### src/rtl/sinc3_pkg.sv
package sinc3_pkg;

    // Warm-up progress of the filter after a reset or ratio change.
    typedef enum logic [1:0] {
        WARM_EMPTY,   // no output word produced yet
        WARM_ONE,     // one transient word produced
        WARM_TWO,     // two transient words produced
        WARM_LOCKED   // window fully filled by post-clear bits
    } warm_t;

endpackage

### src/rtl/sinc3_ctrl.sv
module sinc3_ctrl
    import sinc3_pkg::*;
#(
    parameter int MIN_LOG = 4,
    parameter int MAX_LOG = 8,
    parameter int SEL_W   = 3,
    parameter int LOG_W   = 4
) (
    input  logic             clk,
    input  logic             rst_n,
    input  logic             bit_vld,
    input  logic [SEL_W-1:0] osr_sel,
    output logic             clear,
    output logic             take,
    output logic [LOG_W-1:0] osr_log,
    output logic             settled
);

    localparam int SEL_TOP = MAX_LOG - MIN_LOG;

    logic [LOG_W-1:0]   req_log;
    logic [LOG_W-1:0]   log_q;
    logic [MAX_LOG-1:0] cnt_q;
    logic [MAX_LOG:0]   span;
    logic [MAX_LOG-1:0] limit;
    logic               last;
    warm_t              state_q;
    warm_t              state_d;

    // Ratio decode: out-of-range codes fall back to the largest ratio.
    always_comb begin
        if (osr_sel > SEL_W'(SEL_TOP)) begin
            req_log = LOG_W'(MAX_LOG);
        end else begin
            req_log = LOG_W'(MIN_LOG) + LOG_W'(osr_sel);
        end
    end

    always_ff @(posedge clk or negedge rst_n) begin
        if (!rst_n) begin
            log_q <= LOG_W'(MAX_LOG);
        end else begin
            log_q <= req_log;
        end
    end

    assign clear   = (req_log != log_q);
    assign osr_log = log_q;

    // Bit counter within one decimation window.
    always_comb begin
        span  = (MAX_LOG + 1)'(1) << log_q;
        limit = MAX_LOG'(span - 1'b1);
    end

    assign last = (cnt_q == limit);
    assign take = bit_vld & ~clear & last;

    always_ff @(posedge clk or negedge rst_n) begin
        if (!rst_n) begin
            cnt_q <= '0;
        end else if (clear) begin
            cnt_q <= '0;
        end else if (bit_vld) begin
            cnt_q <= last ? '0 : cnt_q + 1'b1;
        end
    end

    // Warm-up state register.
    always_ff @(posedge clk or negedge rst_n) begin
        if (!rst_n) begin
            state_q <= WARM_EMPTY;
        end else begin
            state_q <= state_d;
        end
    end

    // Transitions: a clear restarts; each output word advances one step.
    always_comb begin
        state_d = state_q;
        if (clear) begin
            state_d = WARM_EMPTY;
        end else if (take) begin
            unique case (state_q)
                WARM_EMPTY:  state_d = WARM_ONE;
                WARM_ONE:    state_d = WARM_TWO;
                WARM_TWO:    state_d = WARM_LOCKED;
                WARM_LOCKED: state_d = WARM_LOCKED;
                default:     state_d = WARM_EMPTY;
            endcase
        end
    end

    // Output decode.
    always_comb begin
        unique case (state_q)
            WARM_LOCKED: settled = 1'b1;
            WARM_EMPTY,
            WARM_ONE,
            WARM_TWO:    settled = 1'b0;
            default:     settled = 1'b0;
        endcase
    end

endmodule

### src/rtl/sinc3_integ.sv
module sinc3_integ #(
    parameter int STAGES = 3,
    parameter int ACC_W  = 26
) (
    input  logic             clk,
    input  logic             rst_n,
    input  logic             clear,
    input  logic             bit_vld,
    input  logic             bit_in,
    output logic [ACC_W-1:0] sum_next
);

    logic [ACC_W-1:0] sample;

    // +1 for a high bit, -1 (all ones) for a low bit.
    assign sample = bit_in ? ACC_W'(1) : '1;

    for (genvar s = 0; s < STAGES; s++) begin : g_stage
        logic [ACC_W-1:0] acc_q;
        logic [ACC_W-1:0] acc_n;
        logic [ACC_W-1:0] feed;

        if (s == 0) begin : g_head
            assign feed = sample;
        end else begin : g_tail
            assign feed = g_stage[s-1].acc_n;
        end

        // Modular sum: wrap-around cancels in the differencing stages.
        assign acc_n = acc_q + feed;

        always_ff @(posedge clk or negedge rst_n) begin
            if (!rst_n) begin
                acc_q <= '0;
            end else if (clear) begin
                acc_q <= '0;
            end else if (bit_vld) begin
                acc_q <= acc_n;
            end
        end
    end

    assign sum_next = g_stage[STAGES-1].acc_n;

endmodule

### src/rtl/sinc3_comb.sv
module sinc3_comb #(
    parameter int STAGES  = 3,
    parameter int MAX_LOG = 8,
    parameter int ACC_W   = 26,
    parameter int OUT_W   = 16,
    parameter int LOG_W   = 4
) (
    input  logic             clk,
    input  logic             rst_n,
    input  logic             clear,
    input  logic             take,
    input  logic [ACC_W-1:0] samp,
    input  logic [LOG_W-1:0] osr_log,
    output logic [OUT_W-1:0] out_word,
    output logic             out_vld
);

    localparam int DROP = STAGES * MAX_LOG - (OUT_W - 1);
    localparam logic signed [ACC_W-1:0] SAT_HI = ACC_W'(2 ** (OUT_W - 1) - 1);
    localparam logic signed [ACC_W-1:0] SAT_LO = ~SAT_HI;

    for (genvar s = 0; s < STAGES; s++) begin : g_diff
        logic [ACC_W-1:0] dly_q;
        logic [ACC_W-1:0] diff_in;
        logic [ACC_W-1:0] diff_out;

        if (s == 0) begin : g_head
            assign diff_in = samp;
        end else begin : g_tail
            assign diff_in = g_diff[s-1].diff_out;
        end

        assign diff_out = diff_in - dly_q;

        always_ff @(posedge clk or negedge rst_n) begin
            if (!rst_n) begin
                dly_q <= '0;
            end else if (clear) begin
                dly_q <= '0;
            end else if (take) begin
                dly_q <= diff_in;
            end
        end
    end

    logic [ACC_W-1:0]        res;
    int                      shl;
    logic signed [ACC_W-1:0] norm;
    logic signed [ACC_W-1:0] scaled;
    logic [OUT_W-1:0]        word_d;

    assign res = g_diff[STAGES-1].diff_out;

    // Bring every ratio to the gain of the largest, then drop to OUT_W.
    always_comb begin
        shl    = STAGES * (MAX_LOG - int'(osr_log));
        norm   = $signed(res) <<< shl;
        scaled = norm >>> DROP;
        if (scaled > SAT_HI) begin
            word_d = SAT_HI[OUT_W-1:0];
        end else if (scaled < SAT_LO) begin
            word_d = SAT_LO[OUT_W-1:0];
        end else begin
            word_d = scaled[OUT_W-1:0];
        end
    end

    always_ff @(posedge clk or negedge rst_n) begin
        if (!rst_n) begin
            out_word <= '0;
            out_vld  <= 1'b0;
        end else begin
            out_vld <= take;
            if (take) begin
                out_word <= word_d;
            end
        end
    end

endmodule

### src/rtl/sinc3_decim.sv
module sinc3_decim #(
    parameter int STAGES  = 3,
    parameter int MIN_LOG = 4,
    parameter int MAX_LOG = 8,
    parameter int OUT_W   = 16,
    parameter int SEL_W   = 3
) (
    input  logic             clk,
    input  logic             rst_n,
    input  logic             bit_vld,
    input  logic             bit_in,
    input  logic [SEL_W-1:0] osr_sel,
    output logic [OUT_W-1:0] out_word,
    output logic             out_vld,
    output logic             settled
);

    localparam int ACC_W = STAGES * MAX_LOG + 2;
    localparam int LOG_W = $clog2(MAX_LOG + 1);

    logic             clear;
    logic             take;
    logic [LOG_W-1:0] osr_log;
    logic [ACC_W-1:0] sum_next;

    sinc3_ctrl #(
        .MIN_LOG (MIN_LOG),
        .MAX_LOG (MAX_LOG),
        .SEL_W   (SEL_W),
        .LOG_W   (LOG_W)
    ) u_ctrl (
        .clk     (clk),
        .rst_n   (rst_n),
        .bit_vld (bit_vld),
        .osr_sel (osr_sel),
        .clear   (clear),
        .take    (take),
        .osr_log (osr_log),
        .settled (settled)
    );

    sinc3_integ #(
        .STAGES (STAGES),
        .ACC_W  (ACC_W)
    ) u_integ (
        .clk      (clk),
        .rst_n    (rst_n),
        .clear    (clear),
        .bit_vld  (bit_vld),
        .bit_in   (bit_in),
        .sum_next (sum_next)
    );

    sinc3_comb #(
        .STAGES  (STAGES),
        .MAX_LOG (MAX_LOG),
        .ACC_W   (ACC_W),
        .OUT_W   (OUT_W),
        .LOG_W   (LOG_W)
    ) u_comb (
        .clk      (clk),
        .rst_n    (rst_n),
        .clear    (clear),
        .take     (take),
        .samp     (sum_next),
        .osr_log  (osr_log),
        .out_word (out_word),
        .out_vld  (out_vld)
    );

endmodule

### config.mk
export PLATFORM = sky130hd
export DESIGN_NAME = sinc3_decim
export DESIGN_NICKNAME = d
export VERILOG_FILES = /design/src/rtl/sinc3_pkg.sv /design/src/rtl/sinc3_ctrl.sv /design/src/rtl/sinc3_integ.sv /design/src/rtl/sinc3_comb.sv /design/src/rtl/sinc3_decim.sv
export SDC_FILE = /design/constraint.sdc
export NUM_CORES = 1
export LEC_CHECK = 0
export BUFFER_PORTS_ARGS = -buffer_cell sky130_fd_sc_hd__buf_4
export CAP_MARGIN = 20
export CORE_ASPECT_RATIO = 1.25
export CORE_MARGIN = 5
export CORE_UTILIZATION = 40
export DETAILED_ROUTE_END_ITERATION = 10
export PLACE_DENSITY = 0.55
export SYNTH_ARGS = -nofsm -noshare
export SYNTH_HDL_FRONTEND = slang
export SYNTH_HIERARCHICAL = 1
export SYNTH_SLANG_ARGS = --single-unit
### constraint.sdc
create_clock -name clk -period 12.3 [get_ports clk]
set_input_delay 2.46 -clock clk [delete_from_list [all_inputs] [get_ports clk]]
set_output_delay 2.46 -clock clk [all_outputs]
set_load 0.05 [all_outputs]
==> out/metrics.cfg <==
[route]
detailroute.via_count=15857
viasPerCell=5.38
drt-initial-drc-count=704
firstDrtPassIters=5
post_drt_wl_per_cell_um=15.3
route.detailed.drc=0
ant_nets=0
wl_um=45200

[die]
die_y_um=245
dieWidth_um=198
num_io_pins=25
rows=86
die_area_um2=48400
start_util=0.402
core_area_um2=43900

[global_route]
overflow=0
grt_max_degree=72
grt_pass1_vias=16033
antenna_found_initial=0
grt_pass1_wl_um=75800
track_usage=0.186

[synthesis]
synth-xor-area-share=0.0703
yosysWarnings=6
synthAdderAreaFrac=0.125
syn-cell-area_um2=17600
synth.most_common_cell=nor2_1
ys_ff_latch=187
synth_fp_nets=2280
synth_compound_area_frac=0.213
yosys.area_share.simple=0.190
synth_top_family_by_area=compound AO/OA/AOI/OAI gates
synthMuxAreaShare=0.0879
synth_edf_count=0
synth_cell_types=100
ys_seq_area_frac=0.266
syn_inst=2101
yosys.area.top_type_share=0.264
ys_async_sr_fraction=1.00
synth_ff_type=dfrtp_1
synth.area.top_cells=dfrtp_1 26%, ha_1 12%, mux2i_1 7.6%
synth.largest_area_cell=dfrtp_1
syn_area_per_cell_um2=8.39
synth_common_cells=288 x nor2_1, 186 x dfrtp_1, 165 x ha_1

[finish]
multi_input_area_um2=12600
antennaDiodeCount=0
area_growth_pct=22.7
final_layout_size_suffix_gt1_frac=0.215
nets=2544
n_fill_cell=4276
register_area_um2=4680
stdcell_count=2950

[critical_path]
slowest_delay_ps=390
regToRegSetupSlack_ps=2270
reg2reg_depth=48
setup.worst_path.class=in2reg
startpoint_type=input port
crit_top_cell=buf_4
reg2reg_from=u_integ/g_stage[0].acc_q[0]
endpoint_kind=flop
crit_required_ps=12690
arrival_ps=12160
crit_fanout=9
crit_slowest_cell=ha_2
reg2reg_to=u_comb/out_word[3]

[clock_network]
clock_path_buffers=2
cts.sinks=187
htree_levels=4
clk_latency_ps=470
holdBufCountCts=0
cts_tree=done
cts_made_buffers=17
path_clk_slew_ps=70
clockRootBuffer=clkbuf_16

[place]
place_inst=2900
globalplace.congestion=0.852
portBuffers=24
hpwl_um=33900

[hold_path]
hp-start=u_integ/g_stage[0].acc_q[19]
hp-class=reg2reg
hold_depth=2
min_to=u_integ/g_stage[0].acc_q[19]

[sta]
finalSetupViolCount=0
fin_crit_ps=11770
relSlewSlack=0.318
post-route-period-util=0.957
max_freq_mhz=84.9
skew_ps=10.9
hold_violations=0
finalMaxSlewViolations=0
worstMarginPinSlew_ps=1020
rsz0062_at_grt=yes

[job]
maxCapViolations=0

[pwr]
p_total_mw=4.39
power.density_nw_per_um2=203
leakagePower_nw=9.65
peakVddDrop_v=0.000128

[outcome]
status=completed

[sequential cells by signal (all words and copies together), names as in the netlist]
register and count:
u_comb/out_word 16, u_ctrl/cnt_q 8, u_ctrl/state_q 2, u_comb/g_diff.dly_q 78
u_integ/g_stage.acc_q 78, u_comb/out_vld 1, u_ctrl/osr_log 4
[timing repair]
item | in CTS | in global routing
setup endpoints to repair | 15 | 16
resized for setup | 4 | 106
gates cloned | 0 | 2
pin swaps | 0 | 49
setup buffers | 0 | 16
[cell families (layout without fill, tap and decap cells)]
group / after synthesis / count (layout)
mux: 146 / 146
compound gates: 540 / 542
simple gates: 703 / 703
xor+xnor: 138 / 138
fa+ha+maj: 172 / 172
flops: 187 / 187
buf+inv: 215 / 490
[power by group]
| group | total, mW | internal (mW) | switching [mW] |
|---|---|---|---|
| clock network | 0.608 | 0.328 | 0.280 |
| registers | 0.628 | 0.621 | 0.00680 |
| logic | 3.16 | 1.47 | 1.68 |
[final cells by class]
cell class,count,share of cell area
Sequential cell,187,0.216
Timing Repair Buffer,329,0.115
Clock inverter,15,0.00948
Multi-Input combinational cell,1701,0.584
Inverter,129,0.0226
Clock buffer,17,0.0197
Tap cell,572,0.0331
[metrics by stage]
| step | util | TNS (ps) | instance area [um^2] | worst slack (ps) | hold WS (ps) |
|---|---|---|---|---|---|
| after floorplan | - | 0 | 17600 | 20.1 | 453 |
| after global placement | 0.464 | -6790 | 20300 | -460 | 477 |
| after detailed placement | 0.464 | -9570 | 20300 | -649 | 482 |
| after CTS | 0.478 | 0 | 21000 | 62.5 | 512 |
| after global routing | 0.493 | -348 | 21600 | -48.5 | 541 |
| final | 0.493 | 0 | 21600 | 525 | 508 |
[critical path, delay by kind of cell]
family	cells	cell delay, ps
mux	1	110
simple gates	11	1750
compound gates	18	3530
buf+inv	10	1460
fa+ha+maj	6	1930
xor+xnor	5	920
[how the worst max path moves through the flow]
stage                 from                   to  slack (ps)  cells after the start
floorplan           bit_in  u_comb/out_word[10]          20                     50
global placement    bit_in   u_comb/out_word[4]        -460                     55
detailed placement  bit_in   u_comb/out_word[0]        -650                     55
CTS                 bit_in  u_comb/out_word[14]          60                     52
global route        bit_in   u_comb/out_word[4]         -50                     57
finish              bit_in   u_comb/out_word[3]         530                     51
[layer usage]
| layer | GRT usage | share of wire | routed length [um] |
|---|---|---|---|
| met2 | 0.351 | 0.53 | 24200 |
| met1 | 0.215 | 0.42 | 19000 |
| met5 | 0 | 0 | 0 |
| met3 | 0.0232 | 0.019 | 860 |
| met4 | 0.0594 | 0.026 | 1200 |
[layout by cell type, fill, tap and decap left out, drive strengths merged, types with 7 or more instances in the layout]
cell / count
nor2b: 18
nor2: 288
o21a: 29
a31oi: 21
a21oi: 154
inv: 132
a21o: 52
dfrtp: 186
and2: 21
o211ai: 28
nor4: 12
nand2b: 23
mux2: 7
a221oi: 10
a211o: 12
clkbuf: 18
o21bai: 16
xnor2: 85
buf: 328
or3: 16
nor3: 48
mux2i: 133
nor3b: 8
a211oi: 30
fa: 7
xor2: 51
nand4: 12
nand3: 53
o2111ai: 11
a21boi: 10
o31ai: 7
and3: 25
ha: 165
nand2: 141
nand3b: 14
o21ai: 90
Note: power is estimated with default switching activity, not from simulation.
